--- src/rtl/dma_bus_master.sv ---
module dma_bus_master #(
  parameter int AW = 16,
  parameter int DW = 32,
  parameter int CW = 16
) (
  input  logic          clk,
  input  logic          rst_n,
  input  logic          reg_wr,
  input  logic [1:0]    reg_addr,
  input  logic [DW-1:0] reg_wdata,
  output logic [DW-1:0] reg_rdata,
  output logic          bus_req,
  input  logic          bus_gnt,
  output logic          mem_en,
  output logic          mem_we,
  output logic [AW-1:0] mem_addr,
  output logic [DW-1:0] mem_wdata,
  input  logic [DW-1:0] mem_rdata,
  input  logic          dev_in_valid,
  input  logic [DW-1:0] dev_in_data,
  output logic          dev_in_ready,
  output logic          dev_out_valid,
  output logic [DW-1:0] dev_out_data,
  input  logic          dev_out_ready,
  output logic          done_irq
);
  localparam logic [1:0] OFS_ADDR = 2'd0;
  localparam logic [1:0] OFS_CNT  = 2'd1;
  localparam logic [1:0] OFS_CTRL = 2'd2;
  localparam int BIT_GO  = 0;
  localparam int BIT_DIR = 1;
  localparam int BIT_CLR = 2;

  typedef enum logic [2:0] {S_IDLE, S_REQ, S_WR, S_RD, S_RWAIT, S_PUSH} st_t;

  st_t           st_q;
  logic [AW-1:0] addr_q;
  logic [CW-1:0] cnt_q;
  logic          dir_q;
  logic          done_q;
  logic [DW-1:0] buf_q;

  logic idle, ctrl_wr, go, last, wr_beat, rd_issue, push_beat, beat;

  assign idle      = (st_q == S_IDLE);
  assign ctrl_wr   = reg_wr && (reg_addr == OFS_CTRL);
  assign go        = ctrl_wr && reg_wdata[BIT_GO] && idle;
  assign last      = (cnt_q == CW'(1));
  assign wr_beat   = (st_q == S_WR) && bus_gnt && dev_in_valid;
  assign rd_issue  = (st_q == S_RD) && bus_gnt;
  assign push_beat = (st_q == S_PUSH) && dev_out_ready;
  assign beat      = wr_beat || push_beat;

  assign bus_req       = !idle;
  assign dev_in_ready  = (st_q == S_WR) && bus_gnt;
  assign mem_en        = wr_beat || rd_issue;
  assign mem_we        = wr_beat;
  assign mem_addr      = mem_en ? addr_q : '0;
  assign mem_wdata     = wr_beat ? dev_in_data : '0;
  assign dev_out_valid = (st_q == S_PUSH);
  assign dev_out_data  = buf_q;
  assign done_irq      = done_q;

  always_comb begin
    reg_rdata = '0;
    case (reg_addr)
      OFS_ADDR: reg_rdata[AW-1:0] = addr_q;
      OFS_CNT:  reg_rdata[CW-1:0] = cnt_q;
      OFS_CTRL: reg_rdata[2:0]    = {done_q, dir_q, !idle};
      default:  reg_rdata = '0;
    endcase
  end

  always_ff @(posedge clk) begin
    if (!rst_n) begin
      st_q   <= S_IDLE;
      addr_q <= '0;
      cnt_q  <= '0;
      dir_q  <= 1'b0;
      done_q <= 1'b0;
      buf_q  <= '0;
    end else begin
      if (idle && reg_wr && reg_addr == OFS_ADDR) addr_q <= reg_wdata[AW-1:0];
      if (idle && reg_wr && reg_addr == OFS_CNT)  cnt_q  <= reg_wdata[CW-1:0];
      if (ctrl_wr && reg_wdata[BIT_CLR]) done_q <= 1'b0;
      if (beat) begin
        addr_q <= addr_q + AW'(1);
        cnt_q  <= cnt_q - CW'(1);
      end
      if (go && cnt_q == '0) done_q <= 1'b1;
      if (beat && last)      done_q <= 1'b1;

      case (st_q)
        S_IDLE: if (go) begin
          dir_q <= reg_wdata[BIT_DIR];
          if (cnt_q != '0) st_q <= S_REQ;
        end
        S_REQ:   if (bus_gnt) st_q <= dir_q ? S_RD : S_WR;
        S_WR:    if (wr_beat && last) st_q <= S_IDLE;
        S_RD:    if (rd_issue) st_q <= S_RWAIT;
        S_RWAIT: begin
          buf_q <= mem_rdata;
          st_q  <= S_PUSH;
        end
        S_PUSH:  if (push_beat) st_q <= last ? S_IDLE : S_RD;
        default: st_q <= S_IDLE;
      endcase
    end
  end
endmodule


--- config.mk ---
export PLATFORM = sky130hd
export DESIGN_NAME = dma_bus_master
export DESIGN_NICKNAME = d
export VERILOG_FILES = /design/src/rtl/dma_bus_master.sv
export SDC_FILE = /design/constraint.sdc
export NUM_CORES = 1
export LEC_CHECK = 0
export ABC_CLOCK_PERIOD_IN_PS = 3030
export CELL_PAD_IN_SITES_DETAIL_PLACEMENT = 1
export CELL_PAD_IN_SITES_GLOBAL_PLACEMENT = 1
export CORE_ASPECT_RATIO = 1.5
export CORE_MARGIN = 4
export CORE_UTILIZATION = 27
export CTS_CLUSTER_DIAMETER = 50
export CTS_CLUSTER_SIZE = 20
export DETAILED_ROUTE_END_ITERATION = 16
export GPL_TIMING_DRIVEN = 1
export HOLD_SLACK_MARGIN = 0.02
export PLACE_DENSITY = 0.88
export SYNTH_ARGS = -nofsm -noshare
export SYNTH_HDL_FRONTEND = slang
export SYNTH_SLANG_ARGS = --single-unit
--- constraint.sdc ---
create_clock -name clk -period 3.03 [get_ports clk]
set_input_delay 0.909 -clock clk [delete_from_list [all_inputs] [get_ports clk]]
set_output_delay 0.909 -clock clk [all_outputs]
set_load 0.05 [all_outputs]
-- After elaboration in Yosys (flattened, before gate mapping)
Index checks and enable logic that the tools add are counted.
- eq/ne operators: 14
- multiplexer cells: 20
- reduce and logical (&&, ||, !) cells: 26
- $add $sub $neg: 2
- operator list (kind ; count):
    16-bit 2-to-1 mux ; 5
    32-bit 2-to-1 mux ; 1
    13-bit one-hot mux with 2 select lines ; 1
    3-bit 2-to-1 mux ; 6
    3-bit one-hot mux with 6 select lines ; 1
    16-bit by 1-bit adder with 16-bit output (second input constant) ; 1
    16-bit by 1-bit == test with 1-bit output (second input constant) ; 1
    16-bit zero test ; 1
    16-bit nonzero test ; 1
    16-bit by 1-bit subtractor with 16-bit output (second input constant) ; 1
    1-bit logical AND ; 14
    3-bit one-hot mux with 3 select lines ; 1
    2-bit by 1-bit inequality test with 1-bit output (second input constant) ; 4
    3-bit by 2-bit == test with 1-bit output (second input constant) ; 2
    3-bit == test (second input constant) ; 2
    6-bit AND reduction ; 1
    1-bit 2-to-1 mux ; 4
    2-bit inequality test (second input constant) ; 2
    2-bit nonzero test ; 2
    3-bit by 1-bit == test with 1-bit output (second input constant) ; 1
    3-bit zero test ; 1
    3-bit nonzero test ; 1
    2-bit by 1-bit == test with 1-bit output (second input constant) ; 1
    2-bit == test (second input constant) ; 1
    other kinds (5) ; 6
- logic and storage cells: 68
- register bits after elaboration: 69
- bits of input ports: 104
- output and inout bits: 118

-- Logic depth before layout (Yosys ltp)
Gate-level depths: netlist of run 1.
- depth in word-level cells: 7
- mapped depth: 8
- mapped depth without buffers: 6

-- Worst setup path before layout of run 1
Ideal clock, no wire load.
- path type: input-to-output
- start: input port dev_in_valid
- end: output port mem_addr[4]
- arrival: 2688 ps
- cell stages on the path: 3
- data required time: 2121 ps
- path slack: -567 ps
- buffers on the path: 1
- cell sequence: clkbuf_1 nor2_1 nor4_1
- cells in the longest elaborated chain, start to end: 3
- RTL lines (element ; RTL line ; text):
    start, declared ; 19 ; input logic dev_in_valid,
    1-bit logical AND ; 49 ; assign wr_beat = (st_q == S_WR) && bus_gnt && dev_in_valid;
    1-bit logical OR ; 56 ; assign mem_en = wr_beat || rd_issue;
    16-bit 2-to-1 mux ; 58 ; assign mem_addr = mem_en ? addr_q : '0;
    end, declared ; 16 ; output logic [AW-1:0] mem_addr,
No other way between the ends.

-- Worst setup path after layout of run 1
- start: input port reg_addr[0]
- end: output port reg_rdata[15]
- cells in the longest elaborated chain, start to end: 2
- elaborated cells on any way between the ends: 3
- those cells by class: 1 x eq/ne; 1 x mux; 1 x reduce/logical
- RTL lines (element ; RTL line ; text):
    start, declared ; 9 ; input logic [1:0] reg_addr,
    2-bit by 1-bit == test with 1-bit output or 2-bit zero test (tied branches) ; 66 ; case (reg_addr)
    13-bit one-hot mux with 2 select lines (*) ; 66 ;
    end, declared ; 11 ; output logic [DW-1:0] reg_rdata,
Mark *: on every way between the ends. The rest lies on a longest branch, timed or not.

==> impl_metrics.toml, run 1 <==
[min_path]
worstHoldEndpoint = "dev_out_data[24]"
min-delay-start = "dev_out_data[24]"
hold_path_depth = 2
hold_class = "flip-flop to flip-flop"

[sta]
hold_viol_final = 0
slew_headroom = 0.339
finalSetupViolations = 0
post-route-min-period_ns = 3.00
fin_skew_ns = 0.00571
worst_pin_slew_ns = 0.984
setup-tns-final_ns = 0
report.final.slew_viol_count = 0
fmax_mhz = 334
min_period_over_period = 0.989
grt_setup_unrepaired = "false"

[global_routing]
grt_start_max_net_pins = 68
grt-ovfl-total = 0
grt_pass1_wl_mm = 29.1
antenna_found_initial = 0
grt_pass1_vias = 5165
grt_usage = 0.211

[power_and_ir_drop]
ir_worst_vdd_v = 0.000300
p_per_area_mw_per_mm2 = 468
p_leak_uw = 0.00281

[drt]
via_count = 4979
wl_per_cell_um = 19.5
routed_wl_mm = 18.5
first_pass_iters = 5
drt_iter0_drc = 305
drc = 0
viasPerCell = 5.26
ant_nets = 0

[clock_network]
htreeDepth = 3
clock-sinks = 69
numCtsBuffers = 9
cts_setup_buffers = 0
hold_buffers = 0
clk_latency_ns = 0.33
clk_pin_slew_ns = 0.05
cts_buffer_depth = 2
tritoncts = "built"
cts-root-buf = "clkbuf_16"

[critical_path]
startpoint_type = "input port"
regToRegSetupSlack_ns = 0.75
critPathKind = "input port to primary output"
cp.depth = 5
r2r-end = "cnt_q[13]"
cp_max_fo = 6
cpPeakStageDelay_ns = 0.36
crit_chain = "clkdlybuf4s15_1, buf_4, mux2i_1, nor2_1, buf_12"
critPathTopFamily = "buffers and inverters"
crit_arrival_ns = 2.09
r2r_start = "cnt_q[4]"
crit_required_ns = 2.12
slowest_stage = "clkdlybuf4s15_1"
reg2reg_depth = 4
endpoint_kind = "primary output"
cp.buffers_inverters = 3

[cells_and_area]
n_antenna_cell = 0
multiInputGateArea_sq_mm = 0.00255
drive_above_1_share = 0.217
fin_cells = 947
area_growth_pct = 79.8
fill_cells = 1708
nets = 851
ff_latch_area_sq_mm = 0.00138

[synth]
yosys.cell_types.count = 59
synth_top_family_by_area = "simple AND/OR/NAND/NOR gates"
synth_compound_area_frac = 0.194
synth.area.top_cells = "dfxtp_1 34%, nand2_1 8.7%, a21oi_1 5.5%, and3_1 5.2%, mux2i_1 4.4%"
ys_ff_latch = 69
synth.cell_area_sq_mm = 0.00412
synthMuxAreaShare = 0.0464
yosys.area_share.adder = 0.00910
synth_top_cell_area_share = 0.335
synth-simple-area-share = 0.327
synth_xor_area_frac = 0
avgSynthCellArea_sq_um = 7.50
syn_inst = 550
synthArstFlopShare = 0
yosysTopAreaCell = "dfxtp_1"
yosys_warnings = 0
synth_edf_count = 0
synthFlopType = "dfxtp_1"
ys_seq_area_frac = 0.335

[floorplan]
core_sq_mm = 0.0151
std_cell_rows = 55
die_area_sq_mm = 0.0174
die_w_um = 109
io_pins = 222
initial_core_util = 0.274
die_h_um = 159

[flow_run]
cap_violations = 0

[placed_design]
dp_hpwl_mm = 14.1
port_buffers = 189
place_inst = 931
gp_congestion = 0.871

[status]
outcome = "finished, final reports clean"
layout make-up:
class | instances | share of cell area
Multi-Input combinational cell | 419 | 0.345
Sequential cell | 69 | 0.186
Clock buffer | 10 | 0.0309
Tap cell | 199 | 0.0336
Inverter | 17 | 0.00861
Timing Repair Buffer | 228 | 0.389
Clock inverter | 5 | 0.00709
per-stage QoR:
| step | instance area [sq um] | total power [uW] | hold WS [ns] | worst slack, ns | util |
|---|---|---|---|---|---|
| after floorplan | 4260 | 1820 | 0.467 | -0.567 | - |
| after global placement | 7090 | 2390 | 0.441 | -0.244 | 0.470 |
| after detailed placement | 7090 | 2420 | 0.446 | -0.280 | 0.470 |
| after CTS | 7400 | 3470 | 0.454 | 0.00244 | 0.491 |
| after global routing | 7410 | 3630 | 0.467 | 0.0119 | 0.492 |
| final | 7410 | 3470 | 0.452 | 0.0326 | 0.492 |
worst max path at each step:
stage                          endpoint         start  slack (ns)
after floorplan             mem_addr[4]  dev_in_valid       -0.57
after detailed placement    mem_addr[0]       bus_gnt       -0.28
after global placement      mem_addr[7]       bus_gnt       -0.24
after global routing       reg_rdata[3]   reg_addr[0]        0.01
final                     reg_rdata[15]   reg_addr[0]        0.03
after CTS                   mem_addr[4]       bus_gnt       0.002
worst reg2reg max path: cells and delay by family (launching register included):
family / cells / cell delay, ns
and+or+nand+nor: 2 / 1.42
AOI/OAI and AO/OA: 2 / 0.38
DFF: 1 / 0.37
cells in the mapped netlist (all sizes together) (2+ instances only):
cell type   n
and3       34
a211oi      3
mux2i      18
nand3b      2
and4        2
or2         5
a31oi      14
o211ai      6
dfxtp      69
nor4b       2
nor4        6
o21ai      10
nor3        7
nand2b      2
or3        11
a22oi       8
clkbuf     35
nand2      96
a21oi      45
nand4b      4
buf        25
a311oi      3
o311ai     13
nand3      17
o22ai       2
a311o       4
nor2       35
inv        17
ha          3
and2       16
or4        10
nand4       4
or4bb       2
a32oi       4
flip-flops by register name, indices dropped and copies added, names as in the netlist:
register / count
dev_out_data: 32
done_irq: 1
st_q: 3
dir_q: 1
cnt_q: 16
addr_q: 16
cells in the final DEF, fill, tap and decap left out, drive strengths merged, types with 2 or more instances in the layout:
| cell type | instances |
|---|---|
| clkinv | 3 |
| and2 | 16 |
| a311oi | 3 |
| nand4 | 4 |
| and4 | 2 |
| a311o | 4 |
| nor4 | 6 |
| or4 | 10 |
| and3 | 34 |
| nand2 | 96 |
| a22oi | 8 |
| o311ai | 13 |
| o21ai | 10 |
| nand2b | 2 |
| or2 | 5 |
| or4bb | 2 |
| nand3 | 17 |
| clkbuf | 11 |
| dfxtp | 69 |
| a31oi | 14 |
| nor3 | 7 |
| a211oi | 3 |
| nor2 | 35 |
| o211ai | 6 |
| ha | 3 |
| nand4b | 4 |
| clkdlybuf4s50 | 117 |
| mux2i | 18 |
| nand3b | 2 |
| conb | 16 |
| a21oi | 45 |
| a32oi | 4 |
| nor4b | 2 |
| o22ai | 2 |
| or3 | 11 |
| inv | 17 |
| buf | 107 |
logic make-up (layout without fill, tap and decap cells):
family                   after synthesis  after routing
buffers and inverters                 77            260
other                                  1             16
AO/OA/AOI/OAI                        121            121
adder cells (fa/ha/maj)                3              3
AND/OR/NAND/NOR                      260            260
flip-flops                            69             69
multiplexers                          19             19
where the power goes:
part / internal, uW / switching, uW / total [uW] / leakage (uW)
Sequential: 970 / 98.8 / 1070 / 0.000558
Clock: 628 / 399 / 1030 / 0.000138
Combinational: 570 / 806 / 1380 / 0.00211
metal layers:
| layer | part of all wire | track usage | vias to the layer above |
|---|---|---|---|
| met5 | 0 | 0 | - |
| met3 | 0.071 | 0.0410 | 45 |
| met4 | 0.037 | 0.0770 | 0 |
| met1 | 0.37 | 0.247 | 2362 |
| met2 | 0.52 | 0.375 | 233 |
| li1 | - | - | 2339 |
what timing repair did:
item | 4_1_cts | 5_1_grt
gates cloned | 1 | 0
pin swaps | 1 | 0
resized for setup | 10 | 8
setup endpoints to repair | 65 | 53
Note: power is estimated with default switching activity, not from simulation.
==> run 2, diff against run 1 <==
--- a/config.mk
+++ b/config.mk
@@ -9,7 +9,7 @@
 export CELL_PAD_IN_SITES_DETAIL_PLACEMENT = 1
 export CELL_PAD_IN_SITES_GLOBAL_PLACEMENT = 1
 export CORE_ASPECT_RATIO = 1.5
-export CORE_MARGIN = 4
+export CORE_MARGIN = 3
 export CORE_UTILIZATION = 27
 export CTS_CLUSTER_DIAMETER = 50
 export CTS_CLUSTER_SIZE = 20
==> impl_metrics.toml, run 2 (synthesis gave the netlist of run 1 again) <==
[cells_and_area]
n_antenna_cell = 0
final_cell_mix = "117 x clkdlybuf4s50_1, 95 x nand2_1, 70 x buf_12"
nets = 857
final_common_cell = "clkdlybuf4s50_1"
largest_register_ff_count = 32
area_growth_pct = 81.8
drive_above_1_share = 0.229
fill_cells = 1699

[floorplan]
die_w_um = 107
die_h_um = 157
io_pins = 222
initial_core_util = 0.280
core_sq_mm = 0.0147
die_area_sq_mm = 0.0168
std_cell_rows = 54

[sta]
grt_setup_unrepaired = "false"
hold_slack_ns = 0.453
fmax_mhz = 337
min_period_over_period = 0.979
fin_skew_ns = 0.0117
post-route-min-period_ns = 2.97
slew_headroom = 0.237
layout_setup_ws_ns = 0.0649
hold_viol_final = 0
report.final.slew_viol_count = 0
finalSetupViolations = 0
worst_pin_slew_ns = 1.13

[power_and_ir_drop]
clkPwrFrac = 0.302
ir_worst_vdd_v = 0.000373
p_seq_frac = 0.304
sw_frac_of_total = 0.378
p_per_area_mw_per_mm2 = 470
power.total_uw = 3520
switching_power_uw = 1330
comb_power_share = 0.394
intPower_uw = 2190
p_leak_uw = 0.00285

[critical_path]
critPathKind = "input port to primary output"
endpoint_kind = "primary output"
startpoint_type = "input port"
crit_required_ns = 2.12
crit_arrival_ns = 2.06
cp_max_fo = 34
regToRegSetupSlack_ns = 0.85
reg2reg_depth = 5

[clock_network]
htreeDepth = 3
clk_latency_ns = 0.34
hold_buffers = 0
clk_pin_slew_ns = 0.06
clock-sinks = 69
cts-root-buf = "clkbuf_16"
numCtsBuffers = 9
cts_buffer_depth = 2
tritoncts = "built"

[placed_design]
place_ws_ns = -0.236
dp_hpwl_mm = 14.4
gp_congestion = 0.862
port_buffers = 189

[drt]
viasPerCell = 5.27
drc = 0
via_count = 5010
wl_per_cell_um = 19.7
first_pass_iters = 4
routed_wl_mm = 18.7
drt_iter0_drc = 328
ant_nets = 0

[global_routing]
grt_start_max_net_pins = 42
grt-ovfl-total = 0
antenna_found_initial = 0
grt_pass1_wl_mm = 29.4
grt_usage = 0.220
grt_pass1_vias = 5367

[min_path]
hold_class = "flip-flop to flip-flop"
hold_path_depth = 2

[flow_run]
cap_violations = 0

[status]
outcome = "finished, final reports clean"
[run 2: cell types whose count changed in the layout (fill, tap and decap cells not counted), moves of 2 or more]
cell           before  now
clkinv_2            3    1
dlygate4sd2_1       1    3
buf_6               0    3
buf_4              36   39
o21ai_2             2    4
o21ai_1             2    0
clkinvlp_4          1    4
[run 2: worst max-delay path, cell delays in order]
cell           delay (ns)
dlygate4sd2_1        0.28
nand4bb_1            0.18
inv_2                0.11
buf_12               0.17
and3_2               0.25
buf_12               0.14
[run 2: path summary, 6_finish.rpt]
| check | startpoint | endpoint |
|---|---|---|
| hold / removal | dev_out_data[21] | dev_out_data[21] |
| setup / recovery | bus_gnt | mem_wdata[15] |
| setup reg to reg | st_q[1] | addr_q[15] |
| hold reg to reg | dev_out_data[21] | dev_out_data[21] |
[run 2: layer usage]
layer / GRT usage / routed length [um] / part of all wire
met5: 0 / 0 / 0
met4: 0.0786 / 527 / 0.028
met3: 0.0304 / 926 / 0.049
met2: 0.423 / 10200 / 0.54
met1: 0.244 / 7090 / 0.38
[run 2: cell type report]
class,count,area [sq um],share of cell area
Tap cell,196,245,0.0327
Multi-Input combinational cell,419,2560,0.342
Inverter,17,63.8,0.00852
Timing Repair Buffer,234,2940,0.393
Clock inverter,7,73.8,0.00985
Clock buffer,9,225,0.0301
Sequential cell,69,1380,0.184
[run 2: stage by stage]
stage	setup TNS [ns]	util	instance area (sq um)	instances
6_report	0	0.509	7490	951
4_1_cts	0	0.507	7460	949
3_3_place_gp	-7.41	0.483	7110	932
5_1_grt	0	0.509	7490	951
3_5_place_dp	-9.55	0.483	7110	932
2_1_floorplan	-1.89	-	4260	565
[run 2: power groups by stage]
stage	logic [uW]	registers [uW]	clock network, uW
floorplan	757	1060	0
global placement	1320	1080	0
detailed placement	1350	1090	0
CTS	1370	1070	1090
global route	1470	1080	1130
finish	1390	1070	1060
[run 2: timing repair]
action / 4_1_cts / 5_1_grt
endpoints found under the setup margin: 67 / 7
pin swaps: 1 / 1
cloned: 1 / 1
buffers inserted: 0 / 1
resized for setup: 18 / 5
==> run 3, diff against run 2 <==
==> config.mk (replaced) <==
export PLATFORM = sky130hd
export DESIGN_NAME = dma_bus_master
export DESIGN_NICKNAME = d
export VERILOG_FILES = /design/src/rtl/dma_bus_master.sv
export SDC_FILE = /design/constraint.sdc
export NUM_CORES = 1
export LEC_CHECK = 0
export ABC_CLOCK_PERIOD_IN_PS = 3600
export CELL_PAD_IN_SITES_DETAIL_PLACEMENT = 1
export CELL_PAD_IN_SITES_GLOBAL_PLACEMENT = 1
export CORE_ASPECT_RATIO = 1.5
export CORE_MARGIN = 3
export CORE_UTILIZATION = 29
export CTS_CLUSTER_DIAMETER = 50
export CTS_CLUSTER_SIZE = 20
export DETAILED_ROUTE_END_ITERATION = 16
export GPL_TIMING_DRIVEN = 1
export HOLD_SLACK_MARGIN = 0.02
export PLACE_DENSITY = 0.93
export SYNTH_ARGS = -nofsm -noshare
export SYNTH_HDL_FRONTEND = slang
export SYNTH_SLANG_ARGS = --single-unit
==> constraint.sdc (replaced) <==
create_clock -name clk -period 3.6 [get_ports clk]
set_input_delay 1.08 -clock clk [delete_from_list [all_inputs] [get_ports clk]]
set_output_delay 1.08 -clock clk [all_outputs]
set_load 0.05 [all_outputs]
==> impl_metrics.toml, run 3 (synthesis gave the netlist of run 1 again) <==
[sta]
finalSetupViolations = 0
report.final.slew_viol_count = 0
fin_skew_ns = 0.00794
hold_viol_final = 0
post-route-min-period_ns = 3.55
fmax_mhz = 282
hold_slack_ns = 0.453
grt_setup_unrepaired = "false"
slew_headroom = 0.288
min_period_over_period = 0.987
worst_pin_slew_ns = 1.06

[cells_and_area]
multiInputGateArea_sq_mm = 0.00248
finish.instance_area_sq_mm = 0.00724
ff_latch_area_sq_mm = 0.00138
fill_cells = 1551
final_common_cell = "clkdlybuf4s50_1"
largest_register_ff_count = 32
drive_above_1_share = 0.192
nets = 841
final_cell_mix = "121 x clkdlybuf4s50_1, 96 x nand2_1, 69 x dfxtp_1, 69 x buf_12, 45 x a21oi_1"
fin_cells = 928
n_antenna_cell = 0
area_growth_pct = 75.6

[critical_path]
endpoint_kind = "primary output"
startpoint_type = "input port"
cpPeakStageDelay_ns = 0.61
slowest_stage = "clkdlybuf4s50_1"
critPathKind = "input port to primary output"
crit_arrival_ns = 2.47
crit_required_ns = 2.52
crit_chain = "clkdlybuf4s50_1, buf_4, mux2i_2, nor2_2, buf_12"
cp.buffers_inverters = 3
cp_max_fo = 9
critPathTopFamily = "buffers and inverters"

[clock_network]
hold_buffers = 0
htreeDepth = 3
tritoncts = "built"
numCtsBuffers = 9
cts-root-buf = "clkbuf_16"
cts_buffer_depth = 2
clk_pin_slew_ns = 0.06
clk_latency_ns = 0.33
clock-sinks = 69

[floorplan]
die_h_um = 152
initial_core_util = 0.300
die_area_sq_mm = 0.0157
std_cell_rows = 52
die_w_um = 103
io_pins = 222
core_sq_mm = 0.0137

[global_routing]
antenna_found_initial = 0
grt_use_met1 = 0.240
grt_pass1_vias = 5327
grt_usage = 0.230
grt_pass1_wl_mm = 28.4
gr-usage-met3 = 0.0436
groute.layer.met2.usage = 0.415
grt-ovfl-total = 0
grt_start_max_net_pins = 42
grt_busiest_layer = "met2"

[drt]
ant_nets = 0
via_count = 4962
first_pass_iters = 4
routed_wl_mm = 18.3
viasPerCell = 5.35
drt_iter0_drc = 222
drc = 0
wl_per_cell_um = 19.7

[placed_design]
place_inst = 912
port_buffers = 189
gp_congestion = 0.877
place_area_sq_mm = 0.00694
dp_hpwl_mm = 14.3

[min_path]
hold_class = "flip-flop to flip-flop"

[power_and_ir_drop]
clkPwrFrac = 0.291
comb_power_share = 0.387
power.total_uw = 2840
sw_frac_of_total = 0.388
intPower_uw = 1740
p_leak_uw = 0.00274
ir_worst_vdd_v = 0.000373
p_per_area_mw_per_mm2 = 393
p_seq_frac = 0.321
switching_power_uw = 1100

[flow_run]
cap_violations = 0

[status]
outcome = "finished, final reports clean"
## run 3: layer usage
| layer | wire length [um] | part of all wire |
|---|---|---|
| met5 | 0 | 0 |
| met4 | 998 | 0.054 |
| met2 | 9810 | 0.54 |
| met3 | 1050 | 0.057 |
| met1 | 6460 | 0.35 |
## run 3: final timing paths
check / from / endpoint / cells after the start / slack (ns)
worst max-delay path: reg_addr[0] / reg_rdata[3] / 5 / 0.05
worst min-delay path: dev_out_data[19] / dev_out_data[19] / 2 / 0.45
worst max register to register: st_q[0] / addr_q[1] / 6 / 1.14
worst min register to register: dev_out_data[19] / dev_out_data[19] / 2 / 0.45
## run 3: power by group through the flow
stage | clock [uW] | combinational [uW] | sequential [uW]
after floorplan | 0 | 627 | 896
after CTS | 848 | 1090 | 911
after global placement | 0 | 1050 | 922
final | 829 | 1100 | 914
after global routing | 883 | 1160 | 923
after detailed placement | 0 | 1080 | 927
## run 3: what timing repair did
action	4_1_cts	5_1_grt
pin swaps	1	0
setup endpoints to repair	31	4
resized for setup	3	4
buffers inserted	0	0
## run 3: through the flow
stage	setup TNS (ns)	setup WS (ns)	util
global route	0	0.00787	0.527
CTS	0	0.0233	0.526
finish	0	0.0479	0.527
global placement	-0.00238	-0.00238	0.506
detailed placement	-0.686	-0.0788	0.506
floorplan	-0.678	-0.339	-
## run 3: layout make-up
cell class / count / area share
clock buffers: 9 / 0.0311
clock inverters: 7 / 0.00709
inverters: 17 / 0.00882
multi-input cells: 419 / 0.342
flip-flops and latches: 69 / 0.191
well taps: 189 / 0.0327
repair buffers: 218 / 0.387
## run 3: worst min-delay path, stage by stage, from the launching register on
cell	delay (ns)
dfxtp_1	0.30
nand2_1	0.05
a21oi_1	0.05
